<file path="config.mk">
export PLATFORM = sky130hd
export DESIGN_NAME = addr_stack_unit
export DESIGN_NICKNAME = d
export VERILOG_FILES = /design/src/rtl/asu_pkg.sv /design/src/rtl/ea_calc.sv /design/src/rtl/lane_map.sv /design/src/rtl/stack_ctl.sv /design/src/rtl/addr_stack_unit.sv
export SDC_FILE = /design/constraint.sdc
export NUM_CORES = 1
export LEC_CHECK = 0
export CORE_ASPECT_RATIO = 0.5
export CORE_UTILIZATION = 56
export DETAILED_ROUTE_END_ITERATION = 10
export GPL_ROUTABILITY_DRIVEN = 1
export PLACE_DENSITY = 0.93
export SYNTH_ARGS = -nofsm -noshare
export SYNTH_HDL_FRONTEND = slang
export SYNTH_SLANG_ARGS = --single-unit
</file>
<file path="constraint.sdc">
create_clock -name clk -period 11.3 [get_ports clk]
set_input_delay 1.695 -clock clk [delete_from_list [all_inputs] [get_ports clk]]
set_output_delay 1.695 -clock clk [all_outputs]
set_load 0.03 [all_outputs]
</file>
<file path="src/rtl/asu_pkg.sv">
package asu_pkg;
    typedef enum logic [2:0] {
        AM_DISP       = 3'd0,
        AM_BASE       = 3'd1,
        AM_BASE_DISP  = 3'd2,
        AM_INDEX_DISP = 3'd3,
        AM_FULL       = 3'd4
    } amode_e;

    typedef enum logic [1:0] {
        ST_IDLE    = 2'd0,
        ST_PUSH_WR = 2'd1,
        ST_POP_RD  = 2'd2,
        ST_FAULT   = 2'd3
    } stk_state_e;

    localparam logic [1:0] ACC_B1 = 2'd0;
    localparam logic [1:0] ACC_B2 = 2'd1;
    localparam logic [1:0] ACC_B4 = 2'd2;
endpackage

</file>
<file path="src/rtl/ea_calc.sv">
module ea_calc
    import asu_pkg::*;
#(
    parameter int AW = 32
) (
    input  logic [2:0]    mode_i,
    input  logic [AW-1:0] base_i,
    input  logic [AW-1:0] index_i,
    input  logic [1:0]    scale_i,
    input  logic [AW-1:0] disp_i,
    input  logic [1:0]    dsz_i,
    output logic [AW-1:0] ea_o
);
    logic [AW-1:0] disp_x;
    logic [AW-1:0] idx_s;

    always_comb begin
        unique case (dsz_i)
            2'd0:    disp_x = '0;
            2'd1:    disp_x = {{(AW-8){disp_i[7]}}, disp_i[7:0]};
            2'd2:    disp_x = {{(AW-16){disp_i[15]}}, disp_i[15:0]};
            default: disp_x = disp_i;
        endcase
    end

    always_comb begin
        unique case (scale_i)
            2'd0:    idx_s = index_i;
            2'd1:    idx_s = index_i << 1;
            default: idx_s = index_i << 2;
        endcase
    end

    always_comb begin
        unique case (mode_i)
            AM_DISP:       ea_o = disp_x;
            AM_BASE:       ea_o = base_i;
            AM_BASE_DISP:  ea_o = base_i + disp_x;
            AM_INDEX_DISP: ea_o = idx_s + disp_x;
            AM_FULL:       ea_o = base_i + idx_s + disp_x;
            default:       ea_o = '0;
        endcase
    end
endmodule

</file>
<file path="src/rtl/lane_map.sv">
module lane_map #(
    parameter int NBYTES = 4,
    localparam int OW    = $clog2(NBYTES)
) (
    input  logic [OW-1:0]     off_i,
    input  logic [1:0]        acc_i,
    input  logic              en_i,
    output logic [NBYTES-1:0] be_o,
    output logic              mis_o
);
    localparam int SW = OW + 2;

    logic [SW-1:0]       width;
    logic [SW-1:0]       last;
    logic [2*NBYTES-1:0] span;

    always_comb begin
        unique case (acc_i)
            2'd0:    width = SW'(1);
            2'd1:    width = SW'(2);
            default: width = SW'(4);
        endcase
        last  = SW'(off_i) + width;
        span  = ((2*NBYTES)'(1) << width) - (2*NBYTES)'(1);
        span  = span << off_i;
        mis_o = en_i && (last > SW'(NBYTES));
        be_o  = (en_i && !mis_o) ? span[NBYTES-1:0] : '0;
    end
endmodule

</file>
<file path="src/rtl/stack_ctl.sv">
module stack_ctl
    import asu_pkg::*;
#(
    parameter int            AW       = 32,
    parameter logic [AW-1:0] SP_RESET = 32'h0000_1000
) (
    input  logic          clk,
    input  logic          rst,
    input  logic          push_i,
    input  logic          pop_i,
    input  logic          sz4_i,
    output logic [AW-1:0] sp_o,
    output logic [AW-1:0] addr_o,
    output logic [1:0]    acc_o,
    output logic          wr_o,
    output logic          rd_o,
    output logic          err_o,
    output logic          busy_o
);
    stk_state_e    state_q, state_d;
    logic [AW-1:0] sp_q, sp_d;
    logic          sz4_q, sz4_d;

    function automatic logic [AW-1:0] step(input logic four);
        return four ? AW'(4) : AW'(2);
    endfunction

    always_comb begin
        state_d = state_q;
        sp_d    = sp_q;
        sz4_d   = sz4_q;
        unique case (state_q)
            ST_IDLE: begin
                if (push_i && pop_i) begin
                    state_d = ST_FAULT;
                end else if (push_i) begin
                    state_d = ST_PUSH_WR;
                    sp_d    = sp_q - step(sz4_i);
                    sz4_d   = sz4_i;
                end else if (pop_i) begin
                    state_d = ST_POP_RD;
                    sz4_d   = sz4_i;
                end
            end
            ST_PUSH_WR: state_d = ST_IDLE;
            ST_POP_RD: begin
                state_d = ST_IDLE;
                sp_d    = sp_q + step(sz4_q);
            end
            default: state_d = ST_IDLE;
        endcase
    end

    always_ff @(posedge clk) begin
        if (rst) begin
            state_q <= ST_IDLE;
            sp_q    <= SP_RESET;
            sz4_q   <= 1'b0;
        end else begin
            state_q <= state_d;
            sp_q    <= sp_d;
            sz4_q   <= sz4_d;
        end
    end

    always_comb begin
        sp_o   = sp_q;
        addr_o = sp_q;
        acc_o  = sz4_q ? ACC_B4 : ACC_B2;
        wr_o   = (state_q == ST_PUSH_WR);
        rd_o   = (state_q == ST_POP_RD);
        err_o  = (state_q == ST_FAULT);
        busy_o = (state_q != ST_IDLE);
    end


    push_step_chk: assert property (@(posedge clk) disable iff (rst)
        (state_q == ST_IDLE && push_i && !pop_i) |=>
            (wr_o && sp_q == $past(sp_q) - ($past(sz4_i) ? AW'(4) : AW'(2))));


    pop_rise_chk: assert property (@(posedge clk) disable iff (rst)
        rd_o |=> (!rd_o && sp_q == $past(sp_q) + ($past(sz4_q) ? AW'(4) : AW'(2))));


    conflict_hold_chk: assert property (@(posedge clk) disable iff (rst)
        (state_q == ST_IDLE && push_i && pop_i) |=> (err_o && $stable(sp_q)));


    strobe_excl_chk: assert property (@(posedge clk) disable iff (rst)
        $onehot0({wr_o, rd_o, err_o}));


    busy_drop_chk: assert property (@(posedge clk) disable iff (rst)
        busy_o |=> !busy_o);
endmodule

</file>
<file path="src/rtl/addr_stack_unit.sv">
module addr_stack_unit
    import asu_pkg::*;
#(
    parameter int          AW       = 32,
    parameter logic [31:0] SP_RESET = 32'h0000_1000
) (
    input  logic          clk,
    input  logic          rst,
    input  logic [2:0]    am_mode_i,
    input  logic [AW-1:0] am_base_i,
    input  logic [AW-1:0] am_index_i,
    input  logic [1:0]    am_scale_i,
    input  logic [AW-1:0] am_disp_i,
    input  logic [1:0]    am_dsz_i,
    input  logic [1:0]    am_acc_i,
    output logic [AW-1:0] am_addr_o,
    output logic [3:0]    am_be_o,
    output logic          am_mis_o,
    input  logic          push_i,
    input  logic          pop_i,
    input  logic          stk_sz4_i,
    output logic [AW-1:0] sp_o,
    output logic [AW-1:0] stk_addr_o,
    output logic [3:0]    stk_be_o,
    output logic          stk_mis_o,
    output logic          stk_wr_o,
    output logic          stk_rd_o,
    output logic          stk_err_o,
    output logic          stk_busy_o
);
    logic [1:0] stk_acc;

    ea_calc #(.AW(AW)) u_ea (
        .mode_i  (am_mode_i),
        .base_i  (am_base_i),
        .index_i (am_index_i),
        .scale_i (am_scale_i),
        .disp_i  (am_disp_i),
        .dsz_i   (am_dsz_i),
        .ea_o    (am_addr_o)
    );

    lane_map #(.NBYTES(4)) u_ea_lanes (
        .off_i (am_addr_o[1:0]),
        .acc_i (am_acc_i),
        .en_i  (1'b1),
        .be_o  (am_be_o),
        .mis_o (am_mis_o)
    );

    stack_ctl #(.AW(AW), .SP_RESET(AW'(SP_RESET))) u_stk (
        .clk    (clk),
        .rst    (rst),
        .push_i (push_i),
        .pop_i  (pop_i),
        .sz4_i  (stk_sz4_i),
        .sp_o   (sp_o),
        .addr_o (stk_addr_o),
        .acc_o  (stk_acc),
        .wr_o   (stk_wr_o),
        .rd_o   (stk_rd_o),
        .err_o  (stk_err_o),
        .busy_o (stk_busy_o)
    );

    lane_map #(.NBYTES(4)) u_stk_lanes (
        .off_i (stk_addr_o[1:0]),
        .acc_i (stk_acc),
        .en_i  (stk_wr_o | stk_rd_o),
        .be_o  (stk_be_o),
        .mis_o (stk_mis_o)
    );


    ea_lanes_chk: assert property (@(posedge clk) disable iff (rst)
        !am_mis_o |-> ($countones(am_be_o) != 0 && am_be_o[am_addr_o[1:0]]));


    stk_lanes_chk: assert property (@(posedge clk) disable iff (rst)
        ((stk_wr_o || stk_rd_o) && !stk_mis_o) |->
            ($countones(stk_be_o) == ((stk_acc == ACC_B4) ? 4 : 2)));


    stk_idle_lanes_chk: assert property (@(posedge clk) disable iff (rst)
        !(stk_wr_o || stk_rd_o) |-> (stk_be_o == 4'b0 && !stk_mis_o));
endmodule

</file>
==> flow_summary.ini, run 1 <==
[floorplan]
initial_core_util = 0.573
core_region_area_um2 = 16400
die-area_um2 = 17300
die-width_um = 185
io_pins = 220
rows = 33
dieHeight_um = 93.6

[clock_tree]
number_of_cells_upsized_or_downsized_after_cts = 0
cts_hold_repair_buffers = 0
post_cts_setup_bufs = 0
cts_buffers = 5
clk_pin_slew_worst_paths_ns = 0.06
clock-root-buffer = sky130_fd_sc_hd__clkbuf_16
clk_latency_ns = 0.29
h-tree-depth = 2
tritoncts = done
tritoncts_num_sinks = 34
ctsLongestPathBuffers = 2

[detailed_routing]
drt-wirelength-per-cell_um = 18.8
finalWirelength_um = 32600
vias_per_cell = 6.25
vias = 10800
route.antenna.remaining_nets = 0
drt_iter0_markers = 1232
drt_pre_antenna_iters = 7
post-route-drc-count = 0

[job]
drv_cap = 0

[sta]
final_critical_path_share_of_the_clock_period = 0.798
report.final.hold_viol_count = 0
setup-tns-final_ns = 0
unrepaired_setup_endpoints_after_global_routing = false
final-setup-viol-count = 0
final.setup_skew_ns = 0.00791
slew-limit-headroom = 0.350
transition_at_the_pin_with_the_smallest_max_transition_slack_ns = 0.976
final.min_clock_period_ns = 9.02
final_max_slew_viol_count = 0
fmax_ghz = 0.111

[grt]
grt_usage = 0.366
globalRoute.totalOverflow = 0
grt_pass1_vias = 10300
groute.layer.met3.usage = 0.0475
globalRoute.busiestLayer = met2
global_route_wire_length_before_repair_um = 51000
largest_net_degree_at_the_start_of_global_routing = 63
number_of_antenna_violations_at_the_first_check_in_global_routing = 0
use_met2 = 0.625
grtUsageMet1 = 0.469

[cells_and_area]
final_cell_count_no_fill = 1737
drive_above_1_share = 0.0311
num-fill-cells = 1309
antenna_cells_inserted = 0
fin_nets = 1758
area_delta_synth_final_pct = 23.9

[power]
p_per_area_nw_per_um2 = 164
sw_frac_of_total = 0.536
power.switching_w = 0.00102
seqPwrFrac = 0.103
power.internal_w = 0.000885
power_leakage_nw = 5.41
power.clock.fraction = 0.074
vdd.ir_drop.worst_mv = 0.115
share_comb_of_total_power = 0.823

[critical_path]
criticalPathCategory = in -> out
crit_chain = clkdlybuf4s50_1, nor2b_1, nand2_1, buf_4, o21ai_0, ha_1, a21o_1, a21o_1, a221o_1, a21oi_2, o21bai_1, or4_1, a311oi_2, mux2i_1, nand4b_1, clkdlybuf4s50_1
timing.critical_path.slowest_cell_delay_ns = 0.84
worst-path-max-fanout = 45
timing.critical_path.required_ns = 9.61
reg2reg_depth = 14
worstSetupEndpointType = output port
crit_slowest_cell = sky130_fd_sc_hd__clkdlybuf4s50_1
worst_setup_path_start_kind = primary input
worstPathArrival_ns = 7.32

[synthesis]
yosysWarnings = 0
synth_top_area_cell = sky130_fd_sc_hd__ha_1
yosys.area.top_type_share = 0.138
synth_cells = 1361
post-synth-top-count-cell = sky130_fd_sc_hd__inv_1
syn_area_um2 = 9400
synth_seq_area_share = 0.0724
async_flop_share = 0
post_synth.cell_area_avg_um2 = 6.91
ys_seq_elements = 34
synth_area_leaders = sky130_fd_sc_hd__ha_1 (14%), sky130_fd_sc_hd__a21oi_1 (8.1%), sky130_fd_sc_hd__fa_1 (7.5%), sky130_fd_sc_hd__dfxtp_1 (7.2%), sky130_fd_sc_hd__inv_1 (6.4%)
synth_edf_count = 0
synth_cell_type_count = 74
dominantRegCellSynth = sky130_fd_sc_hd__dfxtp_1
synthTopCellsByCount = sky130_fd_sc_hd__inv_1 (161), sky130_fd_sc_hd__a21oi_1 (152), sky130_fd_sc_hd__nand2_1 (141)

[placement]
dp_hpwl_um = 25600
placed_cells = 1729
gpl.final_weighted_congestion = 1.11
portBuffers = 217

[worst_hold_path]
holdCritPathClass = reg -> reg
number_of_cells_on_the_worst_hold_path = 2

[status]
run_status = finished clean
flip-flops by register name (all words and copies together), names as in the netlist:
name and flops:
u_stk.sz4_q 1, u_stk.addr_o 31, u_stk.state_q 2
path summary, 6_finish.rpt:
path | slack [ns] | startpoint | end
setup / recovery | 2.28 | am_mode_i[1] | am_addr_o[31]
hold / removal | 0.50 | u_stk.addr_o[8] | u_stk.addr_o[8]
setup reg to reg | 7.23 | u_stk.state_q[0] | u_stk.addr_o[31]
hold reg to reg | 0.50 | u_stk.addr_o[8] | u_stk.addr_o[8]
metal layers:
metal | routed length [um] | vias to the layer above
li1 | - | 5080
met3 | 3030 | 121
met5 | 0 | -
met2 | 15000 | 693
met1 | 13500 | 4954
met4 | 1110 | 0
cells by family after synthesis:
family                     count (synthesis)  share of synthesized area
AOI/OAI and AO/OA                        469                      0.321
xor gates and xnor gates                  68                     0.0634
adders and majority gates                139                      0.213
buffers and inverters                    250                      0.113
DFF                                       34                     0.0724
muxes                                     45                     0.0485
other                                      1                   0.000399
and+or+nand+nor                          355                      0.168
cell type report:
class / instances / area, um2 / share of cell area
clock buffer: 6 / 139 / 0.0119
clock inverter: 2 / 12.5 / 0.00107
inverter: 161 / 604 / 0.0519
multi-input combinational: 1078 / 7670 / 0.659
sequential: 34 / 681 / 0.0585
tap: 227 / 284 / 0.0244
timing repair buffer: 229 / 2250 / 0.193
worst max-delay path: cells and delay by family:
kind | cells | cell delay [ns]
compound gates | 7 | 1.57
fa+ha+maj | 1 | 0.40
buf+inv | 3 | 2.02
mux | 1 | 0.23
simple gates | 4 | 1.39
power groups by stage:
stage | combinational (W) | sequential (W) | clock (W)
after floorplan | 0.00105 | 0.000247 | 0
after global placement | 0.00148 | 0.000195 | 0
after detailed placement | 0.00151 | 0.000198 | 0
after CTS | 0.00153 | 0.000196 | 0.000140
after global routing | 0.00168 | 0.000200 | 0.000146
final | 0.00157 | 0.000196 | 0.000142
per-stage QoR:
step | setup slack, ns | hold WS (ns) | utilization | total power [W] | cell area, um2
2_1_floorplan | 3.47 | 0.465 | - | 0.00130 | 9400
3_3_place_gp | 2.65 | 0.471 | 0.701 | 0.00167 | 11500
3_5_place_dp | 2.46 | 0.486 | 0.701 | 0.00171 | 11500
4_1_cts | 2.47 | 0.498 | 0.710 | 0.00187 | 11600
5_1_grt | 2.05 | 0.520 | 0.710 | 0.00202 | 11600
6_report | 2.28 | 0.497 | 0.710 | 0.00191 | 11600
cells in the final DEF, fill, tap and decap left out, types with 8 or more instances in the layout:
cell                              instances
sky130_fd_sc_hd__buf_4                   12
sky130_fd_sc_hd__nand3_1                 17
sky130_fd_sc_hd__xor2_1                  27
sky130_fd_sc_hd__o21bai_1                12
sky130_fd_sc_hd__nand2_1                141
sky130_fd_sc_hd__o22ai_1                  9
sky130_fd_sc_hd__o21a_1                  11
sky130_fd_sc_hd__nor3_1                  16
sky130_fd_sc_hd__nand2b_1                11
sky130_fd_sc_hd__nor2_1                 111
sky130_fd_sc_hd__dfxtp_1                 34
sky130_fd_sc_hd__a21oi_1                152
sky130_fd_sc_hd__inv_1                  161
sky130_fd_sc_hd__ha_1                   104
sky130_fd_sc_hd__fa_1                    35
sky130_fd_sc_hd__a221o_1                  8
sky130_fd_sc_hd__and3_1                  10
sky130_fd_sc_hd__nor2b_1                  9
sky130_fd_sc_hd__a211oi_1                16
sky130_fd_sc_hd__a21o_1                  39
sky130_fd_sc_hd__clkdlybuf4s50_1        215
sky130_fd_sc_hd__a31oi_1                 14
sky130_fd_sc_hd__a222oi_1                10
sky130_fd_sc_hd__o21ai_0                115
sky130_fd_sc_hd__xnor2_1                 41
sky130_fd_sc_hd__o221ai_1                 8
sky130_fd_sc_hd__mux2i_1                 41
Note: power is estimated with default switching activity, not from simulation.
==> inputs of run 2 (changes only) <==
CORE_UTILIZATION = 53   (was 56)
PLACE_DENSITY = 0.89   (was 0.93)
clock period = 9.3 ns   (was 11.3 ns; I/O delays follow)
==> run 2 against run 1 <==
  * Sequential power rose by 21%
  * Via count down 2.1%
  * Core utilization is 1.5 points lower
  * Design area grew 0.56%
  * Combinational power rose by 19%
  * Non-clock buffer count grew 4
  * Global-route usage decreased by 3.8 points
  * Clock power is 56% higher
  * Worst hold slack about the same
  * Critical path depth grew 1
  * Critical path type unchanged
  * Critical endpoint is now am_addr_o[29]
  * Largest cell class unchanged
==> flow_summary.ini, run 2 (synthesized netlist as in run 1, its figures left out) <==
[grt]
globalRoute.totalOverflow = 0
global_route_wire_length_before_repair_um = 49000
largest_net_degree_at_the_start_of_global_routing = 48
grt_pass1_vias = 10100
grt_usage = 0.329
number_of_antenna_violations_at_the_first_check_in_global_routing = 0

[placement]
postPlaceCellArea_um2 = 11500
dp_hpwl_um = 24400
portBuffers = 217
placed_cells = 1733
dp_slack_ns = 1.34
gpl.final_weighted_congestion = 0.944

[floorplan]
core_region_area_um2 = 16800
rows = 33
die-area_um2 = 18300
io_pins = 220
die-width_um = 190
initial_core_util = 0.558
dieHeight_um = 96.2

[critical_path]
worstPathArrival_ns = 6.69
timing.critical_path.slowest_cell_delay_ns = 0.63
cp.buffers_inverters = 3
worstSetupEndpointType = output port
crit_chain = clkdlybuf4s50_1, or2_2, nand2_1, inv_1, fa_1, ha_1, fa_1, a21o_1, a21oi_1, o21ai_0, a41o_1, nor2_1, o32ai_1, o221a_2, a21oi_1, a221o_1, clkdlybuf4s50_1
crit_cells = 17
worst_setup_path_start_kind = primary input
crit_slowest_cell = sky130_fd_sc_hd__clkdlybuf4s50_1
criticalPathCategory = in -> out
critical-path-top-delay-family = compound AO/OA/AOI/OAI gates
worst-path-max-fanout = 12
timing.critical_path.required_ns = 7.91
reg2reg_depth = 14

[detailed_routing]
route.antenna.remaining_nets = 0
vias = 10600
drt-wirelength-per-cell_um = 17.7
met3_length_um = 2530
drt_pre_antenna_iters = 6
dr.max_layer_used = met4
finalWirelength_um = 30800
wl_met1_um = 13100
drt_iter0_markers = 975
vias_per_cell = 6.10
wl_met2_um = 14500
post-route-drc-count = 0

[cells_and_area]
layout.cell_area.non_filler_um2 = 11700
most-common-layout-cells = sky130_fd_sc_hd__clkdlybuf4s50_1 (212), sky130_fd_sc_hd__inv_1 (161), sky130_fd_sc_hd__a21oi_1 (152)
final_common_cell = sky130_fd_sc_hd__clkdlybuf4s50_1
final_cell_count_no_fill = 1741
drive_above_1_share = 0.0357
largest_register_ffs = 31
fin_nets = 1762
antenna_cells_inserted = 0
area_delta_synth_final_pct = 24.6

[power]
power.switching_w = 0.00121
share_comb_of_total_power = 0.803
p_per_area_nw_per_um2 = 199
vdd.ir_drop.worst_mv = 0.198
power_leakage_nw = 5.45
finalPower_w = 0.00233
seqPwrFrac = 0.102
sw_frac_of_total = 0.519
power.internal_w = 0.00112
power.clock.fraction = 0.095

[sta]
final.min_clock_period_ns = 8.09
transition_at_the_pin_with_the_smallest_max_transition_slack_ns = 0.813
unrepaired_setup_endpoints_after_global_routing = false
setup_ws_ns = 1.21
final_critical_path_share_of_the_clock_period = 0.870
final-setup-viol-count = 0
slew-limit-headroom = 0.456
fmax_ghz = 0.124
final_max_slew_viol_count = 0
final.setup_skew_ns = 0.00607
report.final.hold_viol_count = 0
setup-tns-final_ns = 0

[clock_tree]
clk_latency_ns = 0.28
cts_hold_repair_buffers = 0
cts_buffers = 5
tritoncts = done
number_of_cells_upsized_or_downsized_after_cts = 0
post_cts_setup_bufs = 0
clk_pin_slew_worst_paths_ns = 0.06
ctsLongestPathBuffers = 2
tritoncts_num_sinks = 34
clock-root-buffer = sky130_fd_sc_hd__clkbuf_16
h-tree-depth = 2

[worst_hold_path]
number_of_cells_on_the_worst_hold_path = 2
holdCritPathClass = reg -> reg

[status]
run_status = finished clean

[job]
drv_cap = 0
[run 2: layer usage]
| layer | GRT usage | up-vias |
|---|---|---|
| met5 | 0 | - |
| met4 | 0.117 | 0 |
| met3 | 0.0321 | 70 |
| met2 | 0.582 | 519 |
| met1 | 0.419 | 4933 |
| li1 | - | 5095 |
[run 2: path summary, 6_finish.rpt]
| check | start | end | slack [ns] |
|---|---|---|---|
| setup / recovery | am_dsz_i[1] | am_addr_o[29] | 1.21 |
| hold reg to reg | u_stk.addr_o[6] | u_stk.addr_o[6] | 0.50 |
| setup reg to reg | u_stk.state_q[0] | u_stk.addr_o[31] | 5.18 |
| hold / removal | u_stk.addr_o[6] | u_stk.addr_o[6] | 0.50 |
[run 2: final cells by class]
cell class / count / area, um2
Inverter: 161 / 604
Fill cell: 1393 / 5140
Tap cell: 227 / 284
Clock buffer: 5 / 125
Timing Repair Buffer: 233 / 2270
Clock inverter: 3 / 68.8
Sequential cell: 34 / 681
Multi-Input combinational cell: 1078 / 7670
[run 2: per-stage QoR]
stage | hold slack, ns | utilization
finish | 0.496 | 0.695
global route | 0.526 | 0.695
CTS | 0.495 | 0.695
detailed placement | 0.483 | 0.683
global placement | 0.476 | 0.683
floorplan | 0.465 | -
[run 2: tightest hold or removal path, cell delays in order (launching register included)]
cell and delay (ns):
sky130_fd_sc_hd__dfxtp_1 0.34, sky130_fd_sc_hd__nand2_1 0.06, sky130_fd_sc_hd__a21oi_1 0.05
[run 2: power groups by stage]
stage	sequential [W]	clock [W]	combinational, W
floorplan	0.000300	0	0.00127
finish	0.000237	0.000222	0.00187
global placement	0.000236	0	0.00179
CTS	0.000236	0.000223	0.00185
detailed placement	0.000239	0	0.00182
global route	0.000243	0.000231	0.00203
==> inputs of run 3 (changes only) <==
SKIP_LAST_GASP = 1   (was not set)
==> results of run 3 <==
No change in the layout: final DEF, timing and power equal those of run 2.
